==> config.mk <==
export PLATFORM = sky130hd
export DESIGN_NAME = octcode_i2c_slave
export DESIGN_NICKNAME = d
export VERILOG_FILES = /design/src/rtl/octcode_pkg.sv /design/src/rtl/octcode_line_sync.sv /design/src/rtl/octcode_frame_rx.sv /design/src/rtl/octcode_reg_bank.sv /design/src/rtl/octcode_i2c_slave.sv
export SDC_FILE = /design/constraint.sdc
export NUM_CORES = 1
export LEC_CHECK = 0
export ABC_AREA = 1
export BUFFER_PORTS_ARGS = -buffer_cell sky130_fd_sc_hd__buf_2
export CAP_MARGIN = 5
export CORE_ASPECT_RATIO = 2
export CORE_MARGIN = 2
export CORE_UTILIZATION = 50
export CTS_BUF_LIST = sky130_fd_sc_hd__clkbuf_16
export CTS_CLUSTER_DIAMETER = 30
export CTS_CLUSTER_SIZE = 28
export DETAILED_ROUTE_END_ITERATION = 6
export PLACE_DENSITY = 0.85
export SYNTH_ARGS = -nofsm -noshare
export SYNTH_HDL_FRONTEND = slang
export SYNTH_SLANG_ARGS = --single-unit
==> constraint.sdc <==
create_clock -name clk -period 1.6 [get_ports clk]
set_input_delay 0.4 -clock clk [delete_from_list [all_inputs] [get_ports clk]]
set_output_delay 0.4 -clock clk [all_outputs]
set_load 0.02 [all_outputs]
==> src/rtl/octcode_pkg.sv <==
package octcode_pkg;
   localparam int BYTE_BITS = 8;
   localparam int IDX_W     = 4;
   localparam logic [3:0] OP_SINGLE = 4'h0;
   localparam logic [3:0] OP_AUTO   = 4'hF;

   typedef enum logic [2:0] {
      PH_IDLE,
      PH_ADDR,
      PH_CMD,
      PH_DATA,
      PH_SKIP
   } phase_e;
endpackage

==> src/rtl/octcode_line_sync.sv <==
module octcode_line_sync #(
   parameter int STAGES = 2
) (
   input  logic clk,
   input  logic rst_n,
   input  logic line_i,
   output logic lvl_o,
   output logic rise_o,
   output logic fall_o
);
   logic [STAGES-1:0] chain_q;
   logic              prev_q;

   generate
      if (STAGES < 1) begin : g_bad_stages
         $error("octcode_line_sync: STAGES must be at least 1");
      end
      if (STAGES == 1) begin : g_single
         always_ff @(posedge clk or negedge rst_n) begin
            if (!rst_n) chain_q <= '1;
            else        chain_q <= line_i;
         end
      end else begin : g_chain
         always_ff @(posedge clk or negedge rst_n) begin
            if (!rst_n) chain_q <= '1;
            else        chain_q <= {chain_q[STAGES-2:0], line_i};
         end
      end
   endgenerate

   always_ff @(posedge clk or negedge rst_n) begin
      if (!rst_n) prev_q <= 1'b1;
      else        prev_q <= chain_q[STAGES-1];
   end

   assign lvl_o  = chain_q[STAGES-1];
   assign rise_o = chain_q[STAGES-1] & ~prev_q;
   assign fall_o = ~chain_q[STAGES-1] & prev_q;
endmodule

==> src/rtl/octcode_frame_rx.sv <==
module octcode_frame_rx
   import octcode_pkg::*;
#(
   parameter int          NUM_CH  = 8,
   parameter int          CODE_W  = 6,
   parameter logic [3:0]  ADDR_HI = 4'b0100,
   localparam int         CH_W    = $clog2(NUM_CH)
) (
   input  logic              clk,
   input  logic              rst_n,
   input  logic              scl_lvl,
   input  logic              scl_rise,
   input  logic              scl_fall,
   input  logic              sda_lvl,
   input  logic              sda_rise,
   input  logic              sda_fall,
   input  logic [2:0]        strap_i,
   output logic              sda_pull_o,
   output logic              wr_en_o,
   output logic [CH_W-1:0]   wr_idx_o,
   output logic [CODE_W-1:0] wr_data_o
);
   localparam logic [CH_W-1:0] IDX_ONE = CH_W'(1);

   phase_e               phase_q;
   logic [3:0]           bitcnt_q;
   logic [BYTE_BITS-1:0] shift_q;
   logic [3:0]           op_q;
   logic [IDX_W-1:0]     idx_q;
   logic                 pull_q;
   logic                 wr_q;
   logic [CH_W-1:0]      wr_idx_q;
   logic [CODE_W-1:0]    wr_data_q;

   logic start_evt, stop_evt, busy, byte_done, ack_done;
   logic addr_hit, idx_ok, op_writes;

   assign start_evt = sda_fall & scl_lvl;
   assign stop_evt  = sda_rise & scl_lvl;
   assign busy      = (phase_q != PH_IDLE) && (phase_q != PH_SKIP);
   assign byte_done = busy & scl_fall & (bitcnt_q == 4'd8);
   assign ack_done  = busy & scl_fall & (bitcnt_q == 4'd9);
   assign addr_hit  = (shift_q[7:1] == {ADDR_HI[3:0], strap_i}) & ~shift_q[0];
   assign idx_ok    = ({1'b0, idx_q} < 5'(NUM_CH));
   assign op_writes = (op_q == OP_SINGLE) || (op_q == OP_AUTO);

   always_ff @(posedge clk or negedge rst_n) begin
      if (!rst_n) begin
         phase_q   <= PH_IDLE;
         bitcnt_q  <= '0;
         shift_q   <= '0;
         op_q      <= '0;
         idx_q     <= '0;
         pull_q    <= 1'b0;
         wr_q      <= 1'b0;
         wr_idx_q  <= '0;
         wr_data_q <= '0;
      end else begin
         wr_q <= 1'b0;
         if (start_evt) begin
            phase_q  <= PH_ADDR;
            bitcnt_q <= '0;
            pull_q   <= 1'b0;
         end else if (stop_evt) begin
            phase_q  <= PH_IDLE;
            bitcnt_q <= '0;
            pull_q   <= 1'b0;
         end else if (busy) begin
            if (scl_rise && bitcnt_q < 4'd8) begin
               shift_q  <= {shift_q[BYTE_BITS-2:0], sda_lvl};
               bitcnt_q <= bitcnt_q + 4'd1;
            end else if (byte_done) begin
               bitcnt_q <= 4'd9;
               unique case (phase_q)
                  PH_ADDR: begin
                     if (addr_hit) pull_q  <= 1'b1;
                     else          phase_q <= PH_SKIP;
                  end
                  PH_CMD: begin
                     pull_q <= 1'b1;
                     op_q   <= shift_q[7:4];
                     idx_q  <= shift_q[IDX_W-1:0];
                  end
                  PH_DATA: begin
                     pull_q <= 1'b1;
                     if (idx_ok && op_writes) begin
                        wr_q      <= 1'b1;
                        wr_idx_q  <= idx_q[CH_W-1:0];
                        wr_data_q <= shift_q[CODE_W-1:0];
                        if (op_q == OP_AUTO)
                           idx_q[CH_W-1:0] <= idx_q[CH_W-1:0] + IDX_ONE;
                     end
                  end
                  default: ;
               endcase
            end else if (ack_done) begin
               pull_q   <= 1'b0;
               bitcnt_q <= '0;
               if (phase_q == PH_ADDR)     phase_q <= PH_CMD;
               else if (phase_q == PH_CMD) phase_q <= PH_DATA;
            end
         end
      end
   end

   assign sda_pull_o = pull_q;
   assign wr_en_o    = wr_q;
   assign wr_idx_o   = wr_idx_q;
   assign wr_data_o  = wr_data_q;

   AST_ADDR_RD_NACK: assert property (@(posedge clk) disable iff (!rst_n)
      (byte_done && phase_q == PH_ADDR && shift_q[0] && !start_evt && !stop_evt) |=> !pull_q);
   AST_NO_PULL_IDLE: assert property (@(posedge clk) disable iff (!rst_n)
      (phase_q == PH_IDLE || phase_q == PH_SKIP) |-> !pull_q);
   AST_WR_IN_DATA_ACK: assert property (@(posedge clk) disable iff (!rst_n)
      wr_q |-> (phase_q == PH_DATA && pull_q));
   AST_WR_ONE_SHOT: assert property (@(posedge clk) disable iff (!rst_n)
      wr_q |=> !wr_q);
endmodule

==> src/rtl/octcode_reg_bank.sv <==
module octcode_reg_bank #(
   parameter int  NUM_CH = 8,
   parameter int  CODE_W = 6,
   localparam int CH_W   = $clog2(NUM_CH)
) (
   input  logic                     clk,
   input  logic                     rst_n,
   input  logic                     wr_en_i,
   input  logic [CH_W-1:0]          wr_idx_i,
   input  logic [CODE_W-1:0]        wr_data_i,
   output logic [NUM_CH*CODE_W-1:0] code_o
);
   genvar gi;
   generate
      for (gi = 0; gi < NUM_CH; gi++) begin : g_ch
         logic [CODE_W-1:0] code_q;
         always_ff @(posedge clk or negedge rst_n) begin
            if (!rst_n)                                  code_q <= '0;
            else if (wr_en_i && wr_idx_i == CH_W'(gi))   code_q <= wr_data_i;
         end
         assign code_o[gi*CODE_W +: CODE_W] = code_q;
      end
   endgenerate

   AST_HOLD_NO_WR: assert property (@(posedge clk) disable iff (!rst_n)
      !wr_en_i |=> $stable(code_o));
endmodule

==> src/rtl/octcode_i2c_slave.sv <==
module octcode_i2c_slave #(
   parameter int          NUM_CH      = 8,
   parameter int          CODE_W      = 6,
   parameter int          SYNC_STAGES = 2,
   parameter logic [3:0]  ADDR_HI     = 4'b0100,
   localparam int         CH_W        = $clog2(NUM_CH)
) (
   input  logic                     clk,
   input  logic                     rst_n,
   input  logic                     scl_i,
   input  logic                     sda_i,
   input  logic [2:0]               strap_i,
   output logic                     sda_pull_o,
   output logic [NUM_CH*CODE_W-1:0] code_o
);
   generate
      if (NUM_CH < 2 || NUM_CH > 16 || (1 << CH_W) != NUM_CH) begin : g_bad_ch
         $error("octcode_i2c_slave: NUM_CH must be a power of two from 2 to 16");
      end
      if (CODE_W < 1 || CODE_W > 8) begin : g_bad_code
         $error("octcode_i2c_slave: CODE_W must lie in 1..8");
      end
   endgenerate

   logic scl_lvl, scl_rise, scl_fall;
   logic sda_lvl, sda_rise, sda_fall;
   logic              wr_en;
   logic [CH_W-1:0]   wr_idx;
   logic [CODE_W-1:0] wr_data;

   octcode_line_sync #(.STAGES(SYNC_STAGES)) u_scl_sync (
      .clk(clk), .rst_n(rst_n), .line_i(scl_i),
      .lvl_o(scl_lvl), .rise_o(scl_rise), .fall_o(scl_fall));

   octcode_line_sync #(.STAGES(SYNC_STAGES)) u_sda_sync (
      .clk(clk), .rst_n(rst_n), .line_i(sda_i),
      .lvl_o(sda_lvl), .rise_o(sda_rise), .fall_o(sda_fall));

   octcode_frame_rx #(.NUM_CH(NUM_CH), .CODE_W(CODE_W), .ADDR_HI(ADDR_HI)) u_rx (
      .clk(clk), .rst_n(rst_n),
      .scl_lvl(scl_lvl), .scl_rise(scl_rise), .scl_fall(scl_fall),
      .sda_lvl(sda_lvl), .sda_rise(sda_rise), .sda_fall(sda_fall),
      .strap_i(strap_i), .sda_pull_o(sda_pull_o),
      .wr_en_o(wr_en), .wr_idx_o(wr_idx), .wr_data_o(wr_data));

   octcode_reg_bank #(.NUM_CH(NUM_CH), .CODE_W(CODE_W)) u_bank (
      .clk(clk), .rst_n(rst_n),
      .wr_en_i(wr_en), .wr_idx_i(wr_idx), .wr_data_i(wr_data),
      .code_o(code_o));
endmodule

# Word-level counts from Yosys, hierarchy flattened
# Cells that the tools add are included.
[classes]
bitwise = 18
mux = 34
n_eq_ne = 23
magnitude_cmp = 2
add_sub_neg = 2
n_reduce_logical = 27
[ops]
columns = ["operator", "count"]
rows = [
  ["$mux 3", 12],
  ["$mux 4", 6],
  ["$ne 5x3->1 const B", 3],
  ["$mux 1", 14],
  ["$eq 3x2->1 const B", 4],
  ["$eq 3x3->1 const B", 4],
  ["$eq 4x4->1 const B", 3],
  ["$reduce_and 6->1", 2],
  ["$logic_and 1x1->1", 11],
  ["$and 1x1->1", 10],
  ["$lt 4x4->1 const B", 2],
  ["$ne 4x2->1 const B", 2],
  ["$not 1->1", 8],
  ["$reduce_and 8->1", 1],
  ["$eq 7x6->1", 1],
  ["$reduce_and 7->1", 1],
  ["$eq 3x1->1 const B", 2],
  ["$pmux 3 s2", 1],
  ["$reduce_bool 3->1", 2],
  ["$reduce_and 5->1", 1],
  ["$reduce_bool 5->1", 1],
  ["$add 4x1->4 const B", 1],
  ["$logic_not 4->1", 1],
  ["$ne 2x1->1 const B", 2],
  ["other kinds (11)", 11],
]
[totals]
register_bits = 88
wordCells = 128
inputBits = 7

# Depth between registers and ports, before layout
[logic_depth]
ltp_word = 10
depth_mapped = 11
mapped_depth_nobuf = 11

# Modules after synthesis
# A second synthesis with hierarchy kept.
[hier_totals]
hier_cells = 454
hier_area_um2 = 3847.4
[by_module_without_submodules]
columns = ["module", "seq_area_each_um2", "area_each_um2", "instances", "cells_per_inst"]
rows = [
  ["octcode_reg_bank", 1201.2, 1930.6, 1, 228],
  ["octcode_frame_rx", 850.8, 1729.2, 1, 212],
  ["octcode_line_sync", 78.8, 93.8, 2, 7],
]

# Worst setup path after synthesis
# Ideal clock, no wire load.
[synth_path]
path_kind = "register to register"
start = "register u_rx.bitcnt_q[0]"
end = "register u_rx.wr_data_q[3] (netlist: u_rx.wr_data_o[3])"
period_less_slack_ns = 1.475
setup_slack_ns = 0.125
path_buffers = 1
path_stages_with_launch = 11
required_ns = 1.482
arrival_ns = 1.357
path_cell_list = "dfrtp_1 -> inv_1 -> ha_1 -> inv_1 -> nor2_1 -> nand2_2 -> inv_2 -> nand3_4 -> buf_6 -> nand2_2 -> o21ai_2"
[synth_via]
elab_chain_cells = 4
[synth_lines]
columns = ["item", "line", "rtl"]
rows = [
  ["start, declared", "octcode_frame_rx.sv:26", "logic [3:0] bitcnt_q;"],
  ["start signal, assigned", "octcode_frame_rx.sv:71", "bitcnt_q <= bitcnt_q + 4'd1;"],
  ["$lt 4x4->1", "octcode_frame_rx.sv:69", "if (scl_rise && bitcnt_q < 4'd8) begin"],
  ["$logic_and 1x1->1", "octcode_frame_rx.sv:69", ""],
  ["$not 1->1 (no source line)", "-", ""],
  ["$reduce_and 7->1 (no source line) *", "-", ""],
  ["end signal, assigned", "octcode_frame_rx.sv:89", "wr_data_q <= shift_q[CODE_W-1:0];"],
  ["end, declared", "octcode_frame_rx.sv:33", "logic [CODE_W-1:0] wr_data_q;"],
]
# Every way passes the cells marked *; elsewhere a longest branch is shown, timed or not.
# A chain may end at the register's enable or synchronous reset.

# Worst setup path in the final report
[layout_path]
start = "register u_rx.phase_q[2]"
end = "register u_rx.wr_data_q[5] (netlist: u_rx.wr_data_o[5])"
[layout_via]
elab_chain_cells = 5
[layout_lines]
columns = ["item", "line", "rtl"]
rows = [
  ["start, declared", "octcode_frame_rx.sv:25", "phase_e phase_q;"],
  ["start signal, assigned", "octcode_frame_rx.sv:49", "phase_q <= PH_IDLE;"],
  ["start signal, assigned", "octcode_frame_rx.sv:61", "phase_q <= PH_ADDR;"],
  ["start signal, assigned", "octcode_frame_rx.sv:65", "phase_q <= PH_IDLE;"],
  ["$ne 3x3->1 / $reduce_bool 3->1 (equally long branches)", "octcode_frame_rx.sv:40", "assign busy = (phase_q != PH_IDLE) && (phase_q != PH_SKIP);"],
  ["$logic_and 1x1->1", "octcode_frame_rx.sv:40", ""],
  ["$and 1x1->1 (2 in a row)", "octcode_frame_rx.sv:41", "assign byte_done = busy & scl_fall & (bitcnt_q == 4'd8);"],
  ["$reduce_and 7->1 (no source line) *", "-", ""],
]
# Marks and branches as above.

==> impl_metrics.tcl <==
set metrics [dict create \
    status "finished, final reports clean" \
    setup_tns_ps 0 \
    routed_via_density 5.307 \
    routed.top_layer "met4" \
    gp_congestion 0.8984 \
    synth-compound-area-share 0.1262 \
    p_seq_frac 0.458 \
    worstSkewPairLatency_ps 340 \
    layout-drive-gt1-share 0.2735 \
    cp.arrival_ps 1800 \
    yosys.area_share.simple 0.1956 \
    p_comb_frac 0.211 \
    vdd_drop_max_uv 724.3 \
    grt_usage 0.2186 \
    p_switching_w 0.001936 \
    grt_pass1_vias 2939 \
    clk_path_buf_depth 2 \
    wl_per_cell_um 14.60 \
    slowest_stage "dfrtp_1" \
    drc_errors 0 \
    nNetsFinal 474 \
    syn2layout_area_growth_pct 21.54 \
    die_h_um 125.3 \
    fmax_mhz 653.9 \
    worst_path_largest_cell_delay_ps 460 \
    worst_ep_required_time_ps 1870 \
    die_area_um2 8098 \
    hp-class "in -> reg" \
    synthArstFlopShare 1.000 \
    cts_max_level 3 \
    path_buf_inv 1 \
    antennaDiodeCount 0 \
    dr_wl_met2_um 4499 \
    synth_xor_area_frac 0.007145 \
    io_buffers 55 \
    antenna_left 0 \
    period_needed_ps 1529 \
    cp-start-kind "flop" \
    cp_cell_sequence "nor2_4 > nand2_2 > nor3_4 > buf_4 > nand3_4 > o21ai_2" \
    start_util 0.5099 \
    io_pins 56 \
    synth_area_leaders "dfrtp_1 56%, nand2_1 11%, o21ai_0 6.5%, dfstp_2 4.3%, inv_1 3.5%" \
    yosysWarnings 0 \
    setup_ws_ps 70.72 \
    total_leakage_power_nw 2.268 \
    syn_avg_cell_area_um2 9.333 \
    dp_hpwl_um 5848 \
    drv_slew 0 \
    critPathKind "reg -> reg" \
    syn_nets 405 \
    synthCells 394 \
    first_iter_violations 233 \
    synth_edf_count 0 \
    post-place-ws_ps -69.02 \
    hold_viol 0 \
    worstPathMaxFanout 8 \
    holdWs_ps 157.2 \
    layout_common_cells "102 x nand2_1, 82 x dfrtp_1, 54 x buf_2, 48 x o21ai_0, 32 x inv_1" \
    cts_num_sinks 88 \
    wl_met1_um 2876 \
    synth.distinct_cells 28 \
    finalCritPeriodShare 0.9558 \
    grt_max_degree 33 \
    grt_pass1_wl_um 13460 \
    tightest_slew_ps 414.3 \
    cts_tree "yes" \
    fin_skew_ps 10.24 \
    swShare 0.3295 \
    setup_violations 0 \
    die_w_um 64.64 \
    end_kind "flop" \
    intPower_w 0.003939 \
    synthAdderAreaFrac 0.01361 \
    ys_ff_latch 88 \
    antenna_found_initial 0 \
    critPathTopFamily "simple AND/OR/NAND/NOR gates" \
    design.core.area_um2 7212 \
    wl_met3_um 331 \
    num_rows 44 \
    numCtsBuffers 9 \
    vias 2972 \
    dr.pass1.iters 5 \
    synthesis.area_um2 3677 \
    layout_commonest_cell "nand2_1" \
    seq_area_frac_synth 0.6009 \
    yosys.area.top_type "dfrtp_1" \
    synth_flop_cell "dfrtp_1" \
    rsz0062_at_grt "true" \
    pwr-share-clk 0.331 \
    cap_violations 0 \
    synth_top_family_by_area "simple AND/OR/NAND/NOR gates" \
    overflow 0 \
    synth_top_area_frac 0.5580 \
    drt_wl_total_um 8175 \
    power_density_nw_per_um2 1314 \
    relSlewSlack 0.7230 \
    muxShareOfSynthArea 0 \
    clkTransAtPathRegs_ps 60 \
    cts-root-buf "clkbuf_16" \
]
[metal layers]
layer / GRT usage / up-vias
met3: 0.05755 / 32
met2: 0.3768 / 95
met5: 0 / -
met1: 0.2245 / 1435
li1: - / 1410
met4: 0.1489 / 0
[power by group through the flow]
stage | clock network [W] | registers [W] | logic (W)
2_1_floorplan | 0 | 0.00268 | 0.000798
3_3_place_gp | 0 | 0.00271 | 0.00110
3_5_place_dp | 0 | 0.00272 | 0.00114
4_1_cts | 0.00197 | 0.00268 | 0.00116
5_1_grt | 0.00206 | 0.00272 | 0.00140
6_report | 0.00194 | 0.00269 | 0.00124
[final cells by class]
class,instances,area (µm²)
well taps,92,115.1
multi-input cells,256,1324
flip-flops and latches,88,2210
repair buffers,67,382.9
fillers,583,2743
clock buffers,9,225.2
clock inverters,7,53.80
inverters,41,158.9
[synthesized netlist by cell type, types with 2 or more instances]
cell type and number:
nand2_1 105, dfrtp_1 82, o21ai_0 48, inv_1 34, nor2_1 25, o21ai_1 20, nand3_1 12, a21oi_1 8
o21ai_2 8, clkbuf_1 7, inv_2 7, dfstp_2 6, nand2_2 6, ha_1 4, nand4_1 3, buf_6 2
nor2_2 2, nor2_4 2, nor3_1 2, nor3_4 2, xor2_1 2
[per-stage QoR]
step / cells / total power [W] / instance area (µm²) / utilization
2_1_floorplan: 394 / 0.003481 / 3677 / -
3_3_place_gp: 541 / 0.003810 / 4104 / 0.5690
3_5_place_dp: 541 / 0.003856 / 4104 / 0.5690
4_1_cts: 558 / 0.005817 / 4398 / 0.6098
5_1_grt: 560 / 0.006182 / 4469 / 0.6197
6_report: 560 / 0.005874 / 4469 / 0.6197
[cells by family (layout without fill, tap and decap cells)]
logic type	count (synthesis)	after routing
buffers and inverters	51	124
AO/OA/AOI/OAI	86	86
flip-flops	88	88
XOR/XNOR	3	3
AND/OR/NAND/NOR	162	163
adder cells (fa/ha/maj)	4	4
[registers in the layout (all words and copies together), names as in the netlist]
| signal | count |
|---|---|
| u_scl_sync.prev_q | 1 |
| u_rx.wr_en_o | 1 |
| u_rx.bitcnt_q | 4 |
| u_rx.phase_q | 3 |
| u_rx.wr_data_o | 6 |
| u_sda_sync.chain_q | 2 |
| u_bank.g_ch.code_q | 48 |
| u_rx.shift_q | 8 |
| u_rx.op_q | 4 |
| u_rx.idx_q | 4 |
| u_sda_sync.prev_q | 1 |
| u_scl_sync.chain_q | 2 |
| u_rx.wr_idx_o | 3 |
| u_rx.sda_pull_o | 1 |
[repair_timing]
action / in CTS / in global routing
endpoints found under the setup margin: 9 / 27
gates cloned: 0 / 1
pin swaps: 0 / 3
hold buffers: 1 / 0
hold endpoints to repair: 1 / 0
resized for setup: 2 / 16
setup buffers: 0 / 1
[path summary, 6_finish.rpt]
path,from,to,slack (ps),cells past startpoint
min reg2reg,u_scl_sync.chain_q[0],u_scl_sync.chain_q[1],360,0
min in group asynchronous,rst_n,u_bank.g_ch[3].code_q[4],540,2
max reg2reg,u_rx.phase_q[2],u_rx.wr_data_o[5],70,6
max,u_rx.phase_q[2],u_rx.wr_data_o[5],70,6
min,scl_i,u_scl_sync.chain_q[0],160,1
max in group asynchronous,rst_n,u_bank.g_ch[7].code_q[4],470,3
[worst reg2reg max path, stage by stage, from the launching register on]
cell     delay, ps
dfrtp_1        460
nor2_4         210
nand2_2        130
nor3_4         200
buf_4          170
nand3_4        140
o21ai_2        150
Power figures use the tool's default switching activity.
